[src/rtl/loop_pipe_seq.sv]
module loop_pipe_seq #(
  parameter int MAX_STAGES = 8,
  parameter int MAX_II     = 8,
  parameter int EXIT_W     = 3
) (
  input  logic                          clk,
  input  logic                          rst_n,
  input  logic                          start,
  input  logic [$clog2(MAX_II+1)-1:0]   ii_cfg,
  input  logic [$clog2(MAX_STAGES+1)-1:0] stages_cfg,
  input  logic [MAX_STAGES-1:0]         exit_req,
  output logic [MAX_STAGES-1:0]         stage_en,
  output logic [$clog2(MAX_II)-1:0]     phase,
  output logic                          commit,
  output logic                          done,
  output logic [EXIT_W-1:0]             exit_code,
  output logic                          busy
);
  localparam int CW  = $clog2(MAX_II+1);
  localparam int PW  = $clog2(MAX_II);
  localparam int SCW = $clog2(MAX_STAGES+1);
  localparam int S   = MAX_STAGES;

  logic [CW-1:0]     ii_q;
  logic [SCW-1:0]    nst_q;
  logic [PW-1:0]     ph_q;
  logic [S-1:0]      vld_q;
  logic              busy_q, drain_q, done_q;
  logic [EXIT_W-1:0] code_q;

  logic [S-1:0]      stg_mask, hits, keep, vld_nxt;
  logic              slot_end, hit_any, last_occ, issue, finish;
  logic [EXIT_W-1:0] hit_idx;

  assign slot_end = busy_q && (CW'(ph_q) + CW'(1) == ii_q);
  assign hits     = exit_req & vld_q & {S{slot_end}};
  assign hit_any  = |hits;

  always_comb begin
    hit_idx  = '0;
    last_occ = 1'b0;
    for (int s = 0; s < S; s++) begin
      stg_mask[s] = SCW'(s) < nst_q;
      if (hits[s]) hit_idx = EXIT_W'(s);
      if (SCW'(s) + SCW'(1) == nst_q && vld_q[s]) last_occ = 1'b1;
    end
    for (int s = 0; s < S; s++)
      keep[s] = !hit_any || (EXIT_W'(s) >= hit_idx);
  end

  assign issue   = !drain_q && !hit_any;
  assign vld_nxt = (((vld_q & keep) << 1) | S'(issue)) & stg_mask;
  assign finish  = slot_end && (drain_q || hit_any) && (vld_nxt == '0);

  always_ff @(posedge clk) begin
    if (!rst_n) begin
      busy_q  <= 1'b0;
      drain_q <= 1'b0;
      done_q  <= 1'b0;
      ph_q    <= '0;
      vld_q   <= '0;
      ii_q    <= CW'(1);
      nst_q   <= SCW'(1);
      code_q  <= '0;
    end else begin
      done_q <= 1'b0;
      if (!busy_q) begin
        if (start) begin
          busy_q  <= 1'b1;
          ii_q    <= ii_cfg;
          nst_q   <= stages_cfg;
          ph_q    <= '0;
          vld_q   <= S'(1);
          drain_q <= 1'b0;
          code_q  <= '0;
        end
      end else if (slot_end) begin
        ph_q  <= '0;
        vld_q <= vld_nxt;
        if (hit_any) begin
          drain_q <= 1'b1;
          code_q  <= hit_idx;
        end
        if (finish) begin
          busy_q <= 1'b0;
          done_q <= 1'b1;
        end
      end else begin
        ph_q <= ph_q + PW'(1);
      end
    end
  end

  assign stage_en  = vld_q;
  assign phase     = ph_q;
  assign commit    = slot_end && last_occ;
  assign done      = done_q;
  assign exit_code = code_q;
  assign busy      = busy_q;


  idle_quiet_chk: assert property (@(posedge clk) disable iff (!rst_n)
    !busy |-> (stage_en == '0 && phase == '0 && !commit));

  done_idle_chk: assert property (@(posedge clk) disable iff (!rst_n)
    done |-> !busy);

  busy_fall_chk: assert property (@(posedge clk) disable iff (!rst_n)
    $fell(busy) |-> done);

  done_pulse_chk: assert property (@(posedge clk) disable iff (!rst_n)
    done |=> !done);

  commit_busy_chk: assert property (@(posedge clk) disable iff (!rst_n)
    commit |-> busy && stage_en != '0);

  no_issue_after_exit_chk: assert property (@(posedge clk) disable iff (!rst_n)
    (slot_end && hit_any) |=> !stage_en[0]);

  cfg_hold_chk: assert property (@(posedge clk) disable iff (!rst_n)
    (busy && $past(busy)) |-> ($stable(ii_q) && $stable(nst_q)));
endmodule

[config.mk]
export PLATFORM = sky130hd
export DESIGN_NAME = loop_pipe_seq
export DESIGN_NICKNAME = d
export VERILOG_FILES = /design/src/rtl/loop_pipe_seq.sv
export SDC_FILE = /design/constraint.sdc
export NUM_CORES = 1
export LEC_CHECK = 0
export BUFFER_PORTS_ARGS = -buffer_cell sky130_fd_sc_hd__clkbuf_2
export CAP_MARGIN = 10
export CORE_UTILIZATION = 52
export DETAILED_ROUTE_END_ITERATION = 12
export PLACE_DENSITY_LB_ADDON = 0.3
export SLEW_MARGIN = 20
export SYNTH_ARGS = -nofsm -noshare
export SYNTH_HDL_FRONTEND = slang
export SYNTH_SLANG_ARGS = --single-unit
[constraint.sdc]
create_clock -name clk -period 2.8 [get_ports clk]
set_clock_uncertainty 0.05 [all_clocks]
set_input_delay 0.56 -clock clk [delete_from_list [all_inputs] [get_ports clk]]
set_output_delay 0.56 -clock clk [all_outputs]
set_load 0.05 [all_outputs]
# Word-level counts from Yosys, hierarchy flattened

Cells that the tools add are included.

Bits in registers: 25
Bits of input ports: 19
Output and inout port bits: 17
Word-level logic and storage cells: 105

$add $sub $neg: 2
Order comparisons: 15
Equality and inequality tests: 11
Muxes and demuxes: 33
Bitwise gates (word level): 6
Reduce and logical (&&, ||, !) cells: 30

Operator list:

| kind                                                                  | number |
|---|---|
| 3-bit 2-to-1 mux                                                      | 12 |
| 8-bit bitwise AND                                                     | 3 |
| 8-bit 2-to-1 mux                                                      | 3 |
| 1-bit 2-to-1 mux                                                      | 18 |
| 3-bit by 4-bit equality test with 1-bit output (first input constant) | 4 |
| 3-bit by 4-bit < comparator with 1-bit output (first input constant)  | 4 |
| 1-bit logical AND                                                     | 13 |
| 3-bit >= comparator (first input constant)                            | 3 |
| 2-bit by 4-bit equality test with 1-bit output (first input constant) | 2 |
| 8-bit logical NOT                                                     | 1 |
| 1-bit logical OR                                                      | 8 |
| 1-bit by 4-bit < comparator with 1-bit output (first input constant)  | 2 |
| 2-bit by 4-bit < comparator with 1-bit output (first input constant)  | 2 |
| 8-bit by 1-bit bitwise OR with 8-bit output                           | 1 |
| 8-bit OR reduction                                                    | 1 |
| 7-bit bitwise AND                                                     | 1 |
| 1-bit by 3-bit >= comparator with 1-bit output (first input constant) | 2 |
| 2-bit by 3-bit >= comparator with 1-bit output (first input constant) | 2 |
| 3-bit AND reduction                                                   | 2 |
| 3-bit by 1-bit adder with 4-bit output (second input constant)        | 1 |
| 1-bit by 4-bit equality test with 1-bit output (first input constant) | 1 |
| 4-bit equality test                                                   | 1 |
| 4-bit equality test (first input constant)                            | 1 |
| 2-bit by 1-bit != test with 1-bit output (second input constant)      | 2 |
| 5 further kinds                                                       | 7 |

# Longest topological paths before layout

Depth in word-level cells: 21
Depth in mapped cells: 7
Depth with buffers taken out: 7

# Worst setup path before layout

OpenSTA, ideal clock, no wires.

Kind: register -> output
Start: register ph_q[0], in the netlist phase[0]
End: output commit
Arrival: 2.514 ns
Required time: 2.190 ns
Setup slack: -0.324 ns
Cell stages (with the launch flop): 7
Path buffers: 0
Path through: dfxtp_1 ha_1 xor2_1 or3_4 a21oi_1 nand2_1 nor2_1

Longest elaborated chain between the ends: 4

Ends and longest elaborated chain:

| element                                | RTL line | text |
|---|---|---|
| start: declaration                     | 26       | `logic [PW-1:0] ph_q;` |
| start signal: assignment               | 89       | `ph_q <= ph_q + PW'(1);` |
| 3-bit by 1-bit adder with 4-bit output | 35       | `assign slot_end = busy_q && (CW'(ph_q) + CW'(1) == ii_q);` |
| 4-bit equality test                    | 35       |  |
| 1-bit logical AND                      | 35       |  |
| 1-bit logical AND                      | 96       | `assign commit = slot_end && last_occ;` |
| end: declaration                       | 14       | `output logic commit,` |

No other way between the ends.

# Final worst setup path

Ends and elaborated chain as after synthesis.

==> flow_metrics.tcl <==
set metrics [dict create \
    outcome "finished clean" \
    setup_viol 0 \
    antenna_found_initial 0 \
    grt_pass1_vias 1190 \
    drt-initial-drc-count 52 \
    cts.path.max_buffers 2 \
    worstMarginPinSlew_ps 606.3 \
    initial_core_util 0.5658 \
    postSynthRegisterBits 25 \
    end_kind "output port" \
    row_count 18 \
    io_pins 36 \
    num_antenna_cells 0 \
    fmax_mhz 368.3 \
    drive_above_1_share 0.2536 \
    die_y_um 54.86 \
    via_per_inst 6.130 \
    post-place-cells 235 \
    async_flop_share 0 \
    gp_congestion 0.9841 \
    p_leak_nw 0.6972 \
    cts_buffers 3 \
    yosys.area.top_type "dfxtp_1" \
    fin_crit_ps 2715 \
    hold_slack_ps 397.0 \
    regArea_um2 501.7 \
    syn_nets 198 \
    cts-root-buf "clkbuf_4" \
    nets 230 \
    h-tree-depth 1 \
    synthCells 178 \
    drc 0 \
    critical_path_class "reg -> out" \
    cts_setup_buffers 0 \
    core_area_um2 2567 \
    clkTransAtPathRegs_ps 140 \
    yosysMostFrequentCell "nand2_1" \
    port_buffers 35 \
    synthTopCellsByArea "dfxtp_1, nand2_1, a21boi_0" \
    critPathLaunchType "flop" \
    fin_setup_tns_ps 0 \
    wl_mm 3.545 \
    slew_violations 0 \
    synth.cell_area_um2 1453 \
    via_count 1465 \
    grt.total_usage 0.2524 \
    drv_cap 0 \
    p_per_area_nw_per_um2 418.4 \
    worstHoldPathType "in -> reg" \
    grt_overflow 0 \
    seq_area_frac_synth 0.3445 \
    cts_tree "built" \
    timing.final.crit_share 0.9697 \
    dp_hpwl_mm 2.585 \
    grt_max_degree 26 \
    critPathArrivalTime_ps 2110 \
    ys_warn_count 0 \
    area_growth_pct 15.59 \
    finalHoldViolCount 0 \
    die_w_um 54.86 \
    synth_largest_type_area_fraction 0.3445 \
    peakVddDrop_mv 0.2889 \
    synth_common_cells "nand2_1, dfxtp_1, nand3_1" \
    required_ps 2190 \
    finalNonFillerCells 239 \
    dieArea_um2 3009 \
    grt_pass1_wl_mm 5.430 \
    synth_cell_types 44 \
    ys.flop_type "dfxtp_1" \
    firstDrtPassIters 4 \
    synth_enable_flop_cells 0 \
    drt-wirelength-per-cell_um 14.83 \
    syn_avg_cell_area_um2 8.161 \
    clkSinkCount 25 \
    fillers 249 \
    slew-limit-headroom 0.5958 \
    cp_max_fo 6 \
    clk_latency_ps 320 \
    detail-route-antenna-nets 0 \
    multi_input_area_um2 912.1 \
]
-- area by class of cell --
class	count	area share
clock buffer	3	0.01341
clock inverter	1	0.002981
inverter	1	0.002235
multi-input combinational	142	0.5432
sequential	25	0.2988
tap	30	0.02235
timing repair buffer	37	0.1170
-- registers in the layout, indices dropped and copies added, names as in the netlist --
signal and count:
busy 1, nst_q 4, phase 3, drain_q 1, stage_en 8, exit_code 3
ii_q 4, done 1
-- worst max-delay path: stages, from the launching register on --
cell and delay (ps):
dfxtp_2 390, ha_1 240, xor2_1 170, or3_4 380, a21oi_2 180, nand2_1 140
nor2_4 140, buf_6 160
-- stage by stage --
stage | setup WS, ps | total power [mW] | cell area (um^2) | utilization
after CTS | 21.16 | 0.6970 | 1672 | 0.6511
after floorplan | 14.20 | 0.5012 | 1460 | -
final | 84.89 | 0.7026 | 1679 | 0.6540
after detailed placement | 293.5 | 0.5417 | 1640 | 0.6389
after global placement | 347.8 | 0.5367 | 1640 | 0.6389
after global routing | -8.207 | 0.7372 | 1679 | 0.6540
-- report_power, final --
part	total [mW]	internal (mW)	switching (mW)
Sequential	0.393	0.369	0.0235
Clock	0.162	0.0534	0.108
Combinational	0.148	0.0559	0.0920
Total	0.703	0.479	0.224
-- cell usage in the layout (no fill, tap or decap), types with 3 or more instances in the layout --
master and instances:
nand2_1 33, clkbuf_4 3, nor3b_1 3, a22o_1 3
o21a_1 4, nor2b_1 7, o31ai_1 3, a22oi_1 5
nor2_1 6, clkbuf_2 34, a21boi_0 12, nand3_1 13
a21oi_1 9, o21ai_0 6, and2_1 3, mux2i_1 3
and3_1 3, dfxtp_1 24
-- worst paths after layout --
| path | from | to | slack [ps] | cells after the start |
|---|---|---|---|---|
| max | phase[0]$_SDFFE_PN0P_ | commit | 80 | 7 |
| min reg2reg | ii_q[1]$_SDFFE_PN0P_ | ii_q[1]$_SDFFE_PN0P_ | 440 | 2 |
| min | stages_cfg[0] | nst_q[0]$_SDFFE_PN1P_ | 400 | 3 |
| max reg2reg | phase[0]$_SDFFE_PN0P_ | done$_SDFF_PN0_ | 580 | 7 |
-- cell families (layout without fill, tap and decap cells) --
logic type,Yosys count,count (layout),share of synthesized area
compound gates,57,57,0.2963
xor+xnor,3,3,0.01809
fa+ha+maj,1,1,0.008612
buf+inv,11,42,0.03531
flops,25,25,0.3445
mux,3,3,0.02067
simple gates,78,78,0.2765
-- timing repair --
action,4_1_cts,5_1_grt
gates resized for setup,2,3
hold buffers,0,0
setup endpoints to repair,1,1
-- metal layers --
| metal | share of wire | GRT usage |
|---|---|---|
| met1 | 0.45 | 0.3582 |
| met2 | 0.43 | 0.3855 |
| met3 | 0.10 | 0.02778 |
| met4 | 0.016 | 0.09402 |
| met5 | 0 | 0 |
No activity file was read; power rests on OpenSTA's default activity.
